[config.mk]
export PLATFORM = sky130hd
export DESIGN_NAME = exc_entry_seq
export DESIGN_NICKNAME = d
export VERILOG_FILES = /design/src/rtl/exc_entry_pkg.sv /design/src/rtl/exc_classify.sv /design/src/rtl/exc_vec_calc.sv /design/src/rtl/exc_entry_seq.sv
export SDC_FILE = /design/constraint.sdc
export NUM_CORES = 1
export LEC_CHECK = 0
export CORE_AREA = 2 2 147 149
export CTS_CLUSTER_SIZE = 20
export DETAILED_ROUTE_END_ITERATION = 12
export DIE_AREA = 0 0 149 151
export GPL_TIMING_DRIVEN = 0
export PLACE_DENSITY = 0.75
export SKIP_LAST_GASP = 1
export SLEW_MARGIN = 30
export SYNTH_ARGS = -nofsm -noshare
export SYNTH_HDL_FRONTEND = slang
export SYNTH_SLANG_ARGS = --single-unit
[constraint.sdc]
create_clock -name clk -period 10.6 [get_ports clk]
set_input_delay 2.12 -clock clk [delete_from_list [all_inputs] [get_ports clk]]
set_output_delay 2.12 -clock clk [all_outputs]
set_load 0.01 [all_outputs]
[src/rtl/exc_entry_pkg.sv]
package exc_entry_pkg;

  typedef enum logic [1:0] {
    PATH_NORM   = 2'd0,
    PATH_REFILL = 2'd1,
    PATH_DEBUG  = 2'd2
  } entry_path_e;

  localparam logic [5:0] EC_INT       = 6'd0;
  localparam logic [5:0] EC_PG_FETCH  = 6'd3;
  localparam logic [5:0] EC_ADDR      = 6'd8;
  localparam logic [5:0] EC_SYSCALL   = 6'd11;
  localparam logic [5:0] EC_BREAK     = 6'd12;
  localparam logic [5:0] EC_ILLEGAL   = 6'd13;
  localparam logic [5:0] EC_PRIV_INS  = 6'd14;
  localparam logic [5:0] EC_FP_OFF    = 6'd15;
  localparam logic [5:0] EC_V128_OFF  = 6'd16;
  localparam logic [5:0] EC_V256_OFF  = 6'd17;
  localparam logic [5:0] EC_FP_EXC    = 6'd18;
  localparam logic [5:0] EC_DEBUG_BP  = 6'd26;

  localparam int         EXT_IRQ_BASE = 64;
  localparam int         DBG_OFFSET   = 'h480;
  localparam logic [5:0] DBG_BP_CODE  = 6'hC;

endpackage

[src/rtl/exc_classify.sv]
module exc_classify
  import exc_entry_pkg::*;
(
  input  logic [5:0]  exc_main,
  input  logic [8:0]  exc_sub,
  input  logic        refill_active,
  input  logic        in_debug,
  output entry_path_e path,
  output logic        is_intr,
  output logic        want_badv,
  output logic        want_badi,
  output logic        cause_bp,
  output logic        cause_irq
);

  logic to_debug;

  always_comb begin
    is_intr   = (exc_main == EC_INT);
    cause_bp  = (exc_main == EC_DEBUG_BP);
    cause_irq = is_intr && in_debug;
    to_debug  = cause_bp || cause_irq;

    if (to_debug)                       path = PATH_DEBUG;
    else if (refill_active && !is_intr) path = PATH_REFILL;
    else                                path = PATH_NORM;

    case (exc_main)
      EC_SYSCALL, EC_BREAK, EC_ILLEGAL, EC_PRIV_INS,
      EC_FP_OFF, EC_V128_OFF, EC_V256_OFF, EC_FP_EXC: want_badv = !to_debug;
      default:                                        want_badv = 1'b0;
    endcase

    want_badi = !to_debug;
    if (is_intr || exc_main == EC_PG_FETCH ||
        (exc_main == EC_ADDR && exc_sub == 9'd0))
      want_badi = 1'b0;
  end

endmodule

[src/rtl/exc_vec_calc.sv]
module exc_vec_calc
  import exc_entry_pkg::*;
#(
  parameter int PC_W  = 32,
  parameter int VEC_W = 4,
  parameter int SPC_W = 3
) (
  input  entry_path_e      path,
  input  logic             is_intr,
  input  logic [5:0]       exc_main,
  input  logic [VEC_W-1:0] irq_vec,
  input  logic [SPC_W-1:0] vec_space,
  input  logic [PC_W-1:0]  eentry,
  input  logic [PC_W-1:0]  refill_entry,
  output logic [PC_W-1:0]  target
);

  localparam int NSP   = 1 << SPC_W;
  localparam int IDX_W = ((VEC_W > 6) ? VEC_W : 6) + 2;

  logic [IDX_W-1:0] slot;
  logic [PC_W-1:0]  cand [NSP];

  assign slot = is_intr ? (IDX_W'(EXT_IRQ_BASE) + IDX_W'(irq_vec))
                        : IDX_W'(exc_main);

  // One candidate offset per spacing setting; setting 0 means no spacing.
  for (genvar g = 0; g < NSP; g++) begin : g_sp
    if (g == 0) begin : g_zero
      assign cand[g] = '0;
    end else begin : g_shift
      assign cand[g] = PC_W'(slot) << (g + 2);
    end
  end

  always_comb begin
    case (path)
      PATH_DEBUG:  target = eentry + PC_W'(DBG_OFFSET);
      PATH_REFILL: target = refill_entry;
      default:     target = eentry + cand[vec_space];
    endcase
  end

endmodule

[src/rtl/exc_entry_seq.sv]
module exc_entry_seq
  import exc_entry_pkg::*;
#(
  parameter int PC_W   = 32,
  parameter int INSN_W = 32,
  parameter int VEC_W  = 4,
  parameter int SPC_W  = 3
) (
  input  logic              clk,
  input  logic              rst,
  input  logic              req,
  input  logic [5:0]        exc_main,
  input  logic [8:0]        exc_sub,
  input  logic [PC_W-1:0]   fault_pc,
  input  logic [INSN_W-1:0] fault_insn,
  input  logic [1:0]        cur_plv,
  input  logic              cur_ie,
  input  logic              refill_active,
  input  logic              in_debug,
  input  logic [PC_W-1:0]   eentry,
  input  logic [PC_W-1:0]   refill_entry,
  input  logic [SPC_W-1:0]  vec_space,
  input  logic [VEC_W-1:0]  irq_vec,
  output logic              ent_valid,
  output logic [PC_W-1:0]   ent_pc,
  output logic              mode_xlat_off,
  output logic              norm_we,
  output logic [5:0]        cause_main,
  output logic [8:0]        cause_sub,
  output logic [1:0]        save_plv,
  output logic              save_ie,
  output logic [PC_W-1:0]   epc,
  output logic              refill_we,
  output logic [1:0]        rsave_plv,
  output logic              rsave_ie,
  output logic [PC_W-3:0]   rpc,
  output logic              badv_we,
  output logic [PC_W-1:0]   badv,
  output logic              badi_we,
  output logic [INSN_W-1:0] badi,
  output logic              dbg_we,
  output logic              dbg_bp,
  output logic              dbg_irq,
  output logic [5:0]        dbg_code,
  output logic [PC_W-1:0]   dret
);

  entry_path_e     path;
  logic            is_intr, want_badv, want_badi, cause_bp, cause_irq;
  logic [PC_W-1:0] target;

  exc_classify u_cls (
    .exc_main      (exc_main),
    .exc_sub       (exc_sub),
    .refill_active (refill_active),
    .in_debug      (in_debug),
    .path          (path),
    .is_intr       (is_intr),
    .want_badv     (want_badv),
    .want_badi     (want_badi),
    .cause_bp      (cause_bp),
    .cause_irq     (cause_irq)
  );

  exc_vec_calc #(.PC_W(PC_W), .VEC_W(VEC_W), .SPC_W(SPC_W)) u_vec (
    .path         (path),
    .is_intr      (is_intr),
    .exc_main     (exc_main),
    .irq_vec      (irq_vec),
    .vec_space    (vec_space),
    .eentry       (eentry),
    .refill_entry (refill_entry),
    .target       (target)
  );

  // Strobes: cleared whenever no request was taken.
  always_ff @(posedge clk) begin
    if (rst) begin
      ent_valid     <= 1'b0;
      norm_we       <= 1'b0;
      refill_we     <= 1'b0;
      dbg_we        <= 1'b0;
      badv_we       <= 1'b0;
      badi_we       <= 1'b0;
      mode_xlat_off <= 1'b0;
    end else begin
      ent_valid     <= req;
      norm_we       <= req && (path == PATH_NORM);
      refill_we     <= req && (path == PATH_REFILL);
      dbg_we        <= req && (path == PATH_DEBUG);
      badv_we       <= req && want_badv;
      badi_we       <= req && want_badi;
      mode_xlat_off <= req && (path == PATH_REFILL);
    end
  end

  // Data: loaded on each request, held otherwise.
  always_ff @(posedge clk) begin
    if (rst) begin
      ent_pc     <= '0;
      cause_main <= '0;
      cause_sub  <= '0;
      save_plv   <= '0;
      save_ie    <= 1'b0;
      epc        <= '0;
      rsave_plv  <= '0;
      rsave_ie   <= 1'b0;
      rpc        <= '0;
      badv       <= '0;
      badi       <= '0;
      dbg_bp     <= 1'b0;
      dbg_irq    <= 1'b0;
      dbg_code   <= '0;
      dret       <= '0;
    end else if (req) begin
      ent_pc     <= target;
      cause_main <= exc_main;
      cause_sub  <= exc_sub;
      save_plv   <= cur_plv;
      save_ie    <= cur_ie;
      epc        <= fault_pc;
      rsave_plv  <= cur_plv;
      rsave_ie   <= cur_ie;
      rpc        <= fault_pc[PC_W-1:2];
      badv       <= fault_pc;
      badi       <= fault_insn;
      dbg_bp     <= cause_bp;
      dbg_irq    <= cause_irq && !cause_bp;
      dbg_code   <= cause_bp ? DBG_BP_CODE : 6'd0;
      dret       <= fault_pc;
    end
  end

  AST_ENTRY_FOLLOWS_REQ: assert property (@(posedge clk) disable iff (rst)
    req |=> ent_valid);
  AST_ONE_PATH: assert property (@(posedge clk) disable iff (rst)
    ent_valid |-> $countones({norm_we, refill_we, dbg_we}) == 1);
  AST_IDLE_QUIET: assert property (@(posedge clk) disable iff (rst)
    !ent_valid |-> !(norm_we || refill_we || dbg_we || badv_we || badi_we));
  AST_DEBUG_TARGET: assert property (@(posedge clk) disable iff (rst)
    dbg_we |-> ent_pc == $past(eentry) + PC_W'(DBG_OFFSET));
  AST_REFILL_RET: assert property (@(posedge clk) disable iff (rst)
    refill_we |-> rpc == $past(fault_pc[PC_W-1:2]) && ent_pc == $past(refill_entry));
  AST_DEBUG_NO_SIDE: assert property (@(posedge clk) disable iff (rst)
    dbg_we |-> !badv_we && !badi_we && !mode_xlat_off);
  AST_BP_CODE: assert property (@(posedge clk) disable iff (rst)
    (dbg_we && dbg_bp) |-> dbg_code == 6'hC && !dbg_irq);
  AST_INTR_NO_BADI: assert property (@(posedge clk) disable iff (rst)
    (norm_we && cause_main == 6'd0) |-> !badi_we && !badv_we);

endmodule

==> results of run 1 <==
-- through the flow --
step,hold slack [ns],total power [mW]
after floorplan,0.495,0.705
after global placement,0.466,0.912
after detailed placement,0.469,0.917
after CTS,0.475,1.49
after global routing,0.491,1.54
final,0.472,1.48
-- cell type report --
type	instances	share of cell area, %
multi-input cells	585	32.0
repair buffers	375	31.1
flip-flops and latches	122	20.3
plain buffers	158	8.60
clock buffers	21	3.82
well taps	275	2.85
clock inverters	11	1.01
inverters	10	0.311
diodes	1	0.0208
-- how the worst min path moves through the flow --
stage | to | slack (ns) | depth (start not counted)
2_1_floorplan | ent_pc[11] | 0.50 | 2
3_3_place_gp | ent_pc[9] | 0.47 | 2
3_5_place_dp | ent_pc[9] | 0.47 | 2
4_1_cts | ent_pc[9] | 0.48 | 2
5_1_grt | ent_pc[9] | 0.49 | 2
6_report | ent_pc[9] | 0.47 | 2
-- routing by layer --
layer,global-route usage (%),share of wire [%]
met5,0,0
met4,7.38,1.7
met3,5.09,7.5
met2,40.3,50
met1,29.1,41
-- power by group through the flow --
stage,Combinational [mW],Clock [mW],Sequential [mW]
after floorplan,0.174,0,0.531
after global placement,0.392,0,0.520
after detailed placement,0.396,0,0.521
after CTS,0.398,0.583,0.511
after global routing,0.426,0.601,0.515
final,0.397,0.572,0.511
-- cell usage after synthesis (4+ instances only) --
master    number  area share, %
a21oi_1       32            2.2
dfxtp_1      122             33
nand3b_1       5           0.51
nor3_1        18            1.2
a31oi_1        7           0.60
o211ai_1       6           0.61
nand2b_1       4           0.34
o31a_1         6           0.71
a211oi_1      20            2.0
ha_1          14            2.4
buf_2         11           0.75
xor2_1        11            1.3
nand4_1        9           0.76
o21ai_0       24            1.6
a21o_1         4           0.41
buf_1          4           0.20
and3_1         7           0.60
o21bai_1       4           0.41
buf_6          5           0.76
nor2_1       138            7.0
a221oi_1      20            2.4
or3_1         12            1.0
clkbuf_1      33            1.7
and4_1         5           0.60
inv_1         10           0.51
nand3_1       14           0.95
xnor2_1       19            2.3
nor4_1        19            1.6
mux2i_1       89             12
nand2_1       41            2.1
and2_1         8           0.68
buf_4        104             11
-- registers in the layout, summed over array words and instances (netlist names), 2 cells and up --
name and flops:
badi 32, ent_pc 32, rpc 30, cause_sub 9, cause_main 6, dret 2
rsave_plv 2
-- cells by family (layout without fill, tap and decap cells) --
| family | Yosys count | count (layout) |
|---|---|---|
| AO/OA/AOI/OAI | 151 | 151 |
| buffers and inverters | 168 | 575 |
| flip-flops | 122 | 122 |
| adder cells (fa/ha/maj) | 15 | 15 |
| multiplexers | 92 | 92 |
| AND/OR/NAND/NOR | 293 | 293 |
| other | 1 | 5 |
| XOR/XNOR | 30 | 30 |
-- cell usage in the layout (no fill, tap or decap), types with 4 or more instances in the layout --
cell type,n
nand3b_1,5
mux2i_1,89
clkdlybuf4s50_1,375
xor2_1,11
inv_1,10
a211oi_1,20
buf_6,5
conb_1,4
clkinvlp_4,5
and3_1,7
buf_2,11
nand4_1,9
a21oi_1,32
nand2b_1,4
a31oi_1,7
o21bai_1,4
nand2_1,41
or3_1,12
o211ai_1,6
buf_1,4
nand3_1,14
ha_1,14
o31a_1,6
nor3_1,18
clkbuf_1,35
dfxtp_1,122
nor4_1,19
clkbuf_16,17
and2_1,8
and4_1,5
nor2_1,138
buf_4,104
o21ai_0,24
xnor2_1,19
a221oi_1,20
a21o_1,4
-- critical path, stage by stage --
cell	delay, ns
clkdlybuf4s50_1	0.58
nor4_4	0.53
a31oi_1	0.27
or3b_2	0.50
a21oi_1	0.27
ha_1	0.31
a211oi_1	0.26
o211ai_1	0.19
a2111oi_2	0.53
buf_2	0.31
o31a_1	0.16
o21ai_0	0.09
a211oi_1	0.26
==> summary.txt, run 1 <==
Job
  – Reported max-cap violation count: 0

Floorplanning
  – Die Ht: between 150 and 200 µm
  – Die boundary width: 149 µm
  – Core Footprint: 20800 µm²
  – Die footprint: ~22000 µm²
  – Initial standard-cell utilization of the core: 35.3%
  – Total number of placement rows: 53
  – I/O pin cnt: 384

GRT
  – Via count of the first global-routing pass: 7197
  – Final global-route overflow total: 0
  – Total global-route track usage: 23.3%
  – Wire length of the first global-routing pass: around 41 mm
  – Maximum number of pins on one net before global-route repair: 17
  – Number of antenna violations at the first check in global routing: 0

Clocking
  – CTS buffer count: 17
  – Clock-pin slew on the worst setup and hold paths: 0.05 ns
  – Clock root buffer master: clkbuf_16
  – Number of gates resized after cts: 0
  – CTS Buffer Depth: 2
  – Post-CTS Setup Inserts: 0
  – Number of levels the H-tree was split into: 4
  – Clock latency on the worst-skew pair: 0.41 ns
  – TritonCTS sink count: about 120
  – CTS tree: built
  – Number of hold buffers added after cts: 0

Synth
  – Async set-reset flop share out of synthesis: 0%
  – Post-synth design cell area: 7360 µm²
  – Post-synthesis share of cell area spent on xor and xnor gates: 3.57%
  – Share of synthesized area occupied by flip-flops and latches: approximately 33%
  – Netlist cell types: 66
  – Prevailing post-synth register cell: dfxtp_1
  – Largest family of logic cells by synthesized area: simple AND/OR/NAND/NOR gates
  – Share of cell area taken by muxes after synthesis: roughly an eighth
  – Mean area per synthesized cell: 8.44 µm²
  – Share of synthesized cell area in full adder, half adder and majority cells: 2.65%
  – Complex-gate fraction of the synthesized area: ~14%
  – Synthesized instance count: approximately 870
  – Count of warnings emitted by yosys: 0
  – Number of synthesized register bits: 122
  – Number of enable-type register cells in the synthesized netlist: 0
  – Basic-gate share of the synthesized area counting and, or, nand and nor cells: a little under a fifth

Timing
  – Fin crit share: 57.4%
  – Final setup violating endpoints: 0
  – Least setup slack across all paths after layout: about 4.5 ns
  – Shortest clock period the worst path allows after layout: about 6.1 ns
  – Headroom to the max-slew limit: 49.8%
  – Final Max Tran Viols: 0
  – Final clock skew: 0 ns
  – Setup repair after global routing missed its margin: false
  – Final Hold Violating Endpoints: 0
  – Transition time of the tightest slew-check pin: 0.753 ns
  – Setup total negative slack: 0 ns
  – Maximum clock frequency: 164 MHz

Detailed routing
  – Residual antenna-violating net count after detailed routing: 0
  – Total wire length: 27.5 mm
  – Via Count: 7805
  – Number of optimization iterations in the first detailed-route pass: 5
  – Vias per cell: 5.01
  – Number of violations reported at the end of detailed-routing iteration 0: between 400 and 500
  – Count of unresolved DRC violations after routing: 0
  – Wire length per cell after detailed routing: between 15 and 20 µm

Worst setup path
  – Last element of the critical path: ent_pc[18]
  – Reg-to-reg startpoint: ent_pc[21]
  – Flop-to-flop setup slack: 9.41 ns
  – Max Fanout on Critical Path: 10
  – Capture instance of the worst register-to-register path: ent_pc[21]
  – Launch point of the worst path: exc_main[2]
  – FF-to-FF path depth: 4
  – Element type at the critical path start: input port
  – CP arrival: ~6.4 ns
  – Critical path endpoint category: flip-flop
  – Crit path required time: 10.91 ns
  – Path type of the worst setup path: in2reg

Cells and area
  – Sequential cell area: 2440 µm²
  – Area delta synth->final: 63.8%
  – Net count, final: 1442
  – Fraction of final layout cells with drive strength greater than 1: about an eighth
  – Fill cells: 1921
  – Area used by multi-input combinational logic: 3850 µm²
  – Non-filler cells, final: 1558
  – Final cell utilization of the core: 57.9%
  – Post-layout instance area: 12100 µm²

Power and ir drop
  – Sw Ratio: between 20 and 30%
  – Net switching power figure: 410 µW
  – Gate power share: between 20% and 30%
  – Internal power contribution: 1.07 mW
  – Share of power burned in the clock network: 38.6%
  – PwrDens: ~120 nW/µm²
  – Peak supply drop: 83.6 µV
  – Static power due to leakage: 4.94 nW
  – Register share of total power: around 35%

Placement
  – Final GP Congestion: 0.919
  – Post-placement worst setup slack: 4.18 ns
  – HPWL Detailed: 22.1 mm
  – DP Area: roughly 11000 µm²
  – Placed Cells: 1525
  – Count of buffers inserted at the top-level ports: 375

Min path
  – HP Start: ent_pc[9]
  – Type of the worst min-delay path: reg2reg

Status
  – Run status: finished clean
(Power assumes the default switching activity.)
==> inputs of run 2 (changes only) <==
--- a/config.mk
+++ b/config.mk
@@ -5,12 +5,12 @@
 export SDC_FILE = /design/constraint.sdc
 export NUM_CORES = 1
 export LEC_CHECK = 0
-export CORE_AREA = 2 2 147 149
+export CORE_AREA = 2 2 149 151
 export CTS_CLUSTER_SIZE = 20
 export DETAILED_ROUTE_END_ITERATION = 12
-export DIE_AREA = 0 0 149 151
+export DIE_AREA = 0 0 151 153
 export GPL_TIMING_DRIVEN = 0
-export PLACE_DENSITY = 0.75
+export PLACE_DENSITY = 0.76
 export SKIP_LAST_GASP = 1
 export SLEW_MARGIN = 30
 export SYNTH_ARGS = -nofsm -noshare
==> constraint.sdc (replaced) <==
create_clock -name clk -period 4.9 [get_ports clk]
set_input_delay 0.98 -clock clk [delete_from_list [all_inputs] [get_ports clk]]
set_output_delay 0.98 -clock clk [all_outputs]
set_load 0.01 [all_outputs]
==> summary.txt, run 2 (synthesized netlist as in run 1, its figures left out) <==
Clocking
  – CTS tree: built (unchanged)
  – TritonCTS sink count: 122 (unchanged)
  – Number of hold buffers added after cts: 0 (unchanged)
  – Clock root buffer master: clkbuf_16 (unchanged)
  – CTS Buffer Depth: 2 (unchanged)
  – Clock latency on the worst-skew pair: 0.41 ns (about the same)
  – Number of levels the H-tree was split into: 4 (unchanged)
  – Clock-pin slew on the worst setup and hold paths: 0.06 ns (was 0.05 ns)
  – CTS buffer count: 17 (unchanged)

Cells and area
  – Commonest non-fill, non-tap cell in the layout: clkdlybuf4s50_1 (unchanged)
  – Top library cells by usage in the layout, fill and taps aside: clkdlybuf4s50_1 (374), nor2_1 (138), dfxtp_1 (122) (was clkdlybuf4s50_1 (375), nor2_1 (138), dfxtp_1 (122))
  – Fill cells: 1951 (was 1921)
  – Area used by multi-input combinational logic: 3870 µm² (was 3850 µm²)
  – Largest registers: badi (32), ent_pc (32), rpc (30) (unchanged)
  – Sequential cell area: 2440 µm² (unchanged)
  – Area delta synth->final: 65.7% (was 63.8%)
  – Fraction of final layout cells with drive strength greater than 1: 12.9% (was 12.6%)
  – Net count, final: 1445 (was 1442)

Timing
  – Maximum clock frequency: 215 MHz
  – Final worst hold slack: 0.478 ns (was 0.472 ns)
  – Final setup violating endpoints: 0 (unchanged)
  – Fin crit share: around 95%
  – Least setup slack across all paths after layout: 0.255 ns (was 4.52 ns)
  – Final Hold Violating Endpoints: 0 (unchanged)
  – Headroom to the max-slew limit: 43.1% (was 49.8%)
  – Final Max Tran Viols: 0 (unchanged)
  – Final clock skew: 0 ns (unchanged)
  – Transition time of the tightest slew-check pin: 0.854 ns (was 0.753 ns)
  – Shortest clock period the worst path allows after layout: about 4.6 ns

Detailed routing
  – Total wire length: 27.8 mm (was 27.5 mm)
  – Wire length per cell after detailed routing: 17.8 µm (was 17.7 µm)
  – Number of violations reported at the end of detailed-routing iteration 0: 416 (was 494)
  – Vias per cell: 5.03 (was 5.01)
  – Residual antenna-violating net count after detailed routing: 0 (unchanged)
  – Number of optimization iterations in the first detailed-route pass: 5 (unchanged)
  – Via Count: 7878 (was 7805)
  – Count of unresolved DRC violations after routing: 0 (unchanged)

Power and ir drop
  – PwrDens: 279 nW/µm² (was 123 nW/µm²)
  – Gate power share: 25.4% (was 26.8%)
  – Peak supply drop: 197 µV (was 83.6 µV)
  – Net switching power figure: 910 µW (was 410 µW)
  – Sw Ratio: 26.7% (was 27.7%)
  – Internal power contribution: 2.50 mW (was 1.07 mW)
  – Register share of total power: 32.5% (was 34.5%)
  – Share of power burned in the clock network: 42.1% (was 38.6%)
  – Static power due to leakage: 5.03 nW (was 4.94 nW)

Floorplanning
  – Die boundary width: 151 µm (was 149 µm)
  – Core Footprint: 21500 µm² (was 20800 µm²)
  – Die footprint: 23100 µm² (was 22500 µm²)
  – I/O pin cnt: 384 (unchanged)
  – Initial standard-cell utilization of the core: 34.3% (was 35.3%)
  – Total number of placement rows: 54 (was 53)
  – Die Ht: 153 µm (was 151 µm)

Worst setup path
  – Flop-to-flop setup slack: 3.70 ns (was 9.41 ns)
  – Critical path endpoint category: flip-flop (unchanged)
  – Capture instance of the worst register-to-register path: ent_pc[21] (unchanged)
  – Path type of the worst setup path: in2reg (unchanged)
  – FF-to-FF path depth: 5 (was 4)
  – Crit path required time: 5.22 ns (was 10.91 ns)
  – Biggest cell delay along the critical path: 0.59 ns (was 0.58 ns)
  – Element type at the critical path start: input port (unchanged)
  – Last element of the critical path: ent_pc[18] (unchanged)
  – Reg-to-reg startpoint: ent_pc[21] (unchanged)
  – CP arrival: 4.97 ns (was 6.39 ns)
  – Max Fanout on Critical Path: 10 (unchanged)
  – Most numerous cell on the critical path: a211oi_1 (unchanged)
  – Worst-path cell with the longest stage delay: clkdlybuf4s50_1 (unchanged)
  – CP Cell Sequence: clkdlybuf4s50_1 > nor4_4 > a31oi_1 > or3b_2 > a21oi_1 > ha_1 > a211oi_1 > o211ai_1 > a2111oi_4 > clkbuf_4 > o31a_1 > o21ai_0 > a211oi_1 (was clkdlybuf4s50_1 > nor4_4 > a31oi_1 > or3b_2 > a21oi_1 > ha_1 > a211oi_1 > o211ai_1 > a2111oi_2 > buf_2 > o31a_1 > o21ai_0 > a211oi_1)
  – Launch point of the worst path: exc_main[3] (was exc_main[2])

GRT
  – Wire length of the first global-routing pass: 41.5 mm (was 40.6 mm)
  – Maximum number of pins on one net before global-route repair: 17 (unchanged)
  – Number of antenna violations at the first check in global routing: 0 (unchanged)
  – Via count of the first global-routing pass: 7359 (was 7197)
  – Final global-route overflow total: 0 (unchanged)
  – Total global-route track usage: 23.3% (about the same)

Job
  – Reported max-cap violation count: 0 (unchanged)

Placement
  – Count of buffers inserted at the top-level ports: 375 (unchanged)
  – Post-placement worst setup slack: -0.375 ns (was 4.18 ns)
  – Final GP Congestion: 0.940 (was 0.919)
  – HPWL Detailed: 22.2 mm (was 22.1 mm)

Status
  – Run status: finished clean (unchanged)

Min path
  – Type of the worst min-delay path: reg2reg (unchanged)
run 2: cell count changes in the layout (fill, tap and decap cells not counted), moves of 2 or more:
| cell | before | now |
|---|---|---|
| buf_4 | 104 | 107 |
| clkinvlp_4 | 5 | 1 |
| bufinv_16 | 2 | 5 |
| clkinv_4 | 1 | 3 |
| clkbuf_1 | 35 | 33 |
| inv_6 | 0 | 3 |
| clkinv_2 | 3 | 0 |
run 2: through the flow:
stage	cell area [µm²]	setup TNS, ns	total power, mW	utilization [%]	cells
after floorplan	7370	0	1.53	-	875
after global placement	11500	-3.14	1.97	53.4	1530
after detailed placement	11500	-3.11	1.99	53.4	1530
after CTS	12200	0	3.43	56.6	1562
after global routing	12200	-0.0158	3.55	56.7	1565
final	12200	0	3.41	56.8	1566
run 2: what timing repair did:
item                       in CTS  in global routing
setup buffers                   0                  3
resized for setup               0                  3
setup endpoints to repair       0                 10
run 2: metal layers:
| metal | part of all wire (%) | vias up | global-route usage [%] |
|---|---|---|---|
| met3 | 7.2 | 46 | 5.10 |
| met4 | 3.0 | 0 | 8.32 |
| met5 | 0 | - | 0 |
| li1 | - | 3812 | - |
| met2 | 48 | 331 | 38.9 |
| met1 | 42 | 3689 | 29.4 |
run 2: worst max-delay path, delay by kind of cell:
kind / cells / cell delay [ns]
compound gates: 8 / 1.98
fa+ha+maj: 1 / 0.30
buf+inv: 2 / 0.88
simple gates: 2 / 0.83
run 2: final cells by class:
type | instances | area share [%]
Timing Repair Buffer | 378 | 31.0
Tap cell | 280 | 2.87
Multi-Input combinational cell | 585 | 31.7
Clock inverter | 12 | 1.72
Sequential cell | 122 | 20.0
Buffer | 158 | 8.52
Antenna cell | 1 | 0.0205
Clock buffer | 20 | 3.83
Inverter | 10 | 0.308
run 2: power groups by stage:
stage          Sequential (mW)  Combinational, mW  Clock (mW)
3_3_place_gp              1.12              0.847           0
5_1_grt                   1.12              0.926        1.51
2_1_floorplan             1.15              0.376           0
3_5_place_dp              1.13              0.857           0
4_1_cts                   1.11              0.862        1.46
6_report                  1.11              0.866        1.43
run 2: worst min-delay path by stage:
stage | startpoint | end | slack (ns) | depth (start not counted)
floorplan | ent_pc[11] | ent_pc[11] | 0.50 | 2
global placement | ent_pc[9] | ent_pc[9] | 0.47 | 2
detailed placement | ent_pc[13] | ent_pc[13] | 0.47 | 2
CTS | ent_pc[18] | ent_pc[18] | 0.48 | 2
global route | ent_pc[9] | ent_pc[9] | 0.50 | 2
finish | ent_pc[20] | ent_pc[20] | 0.48 | 2
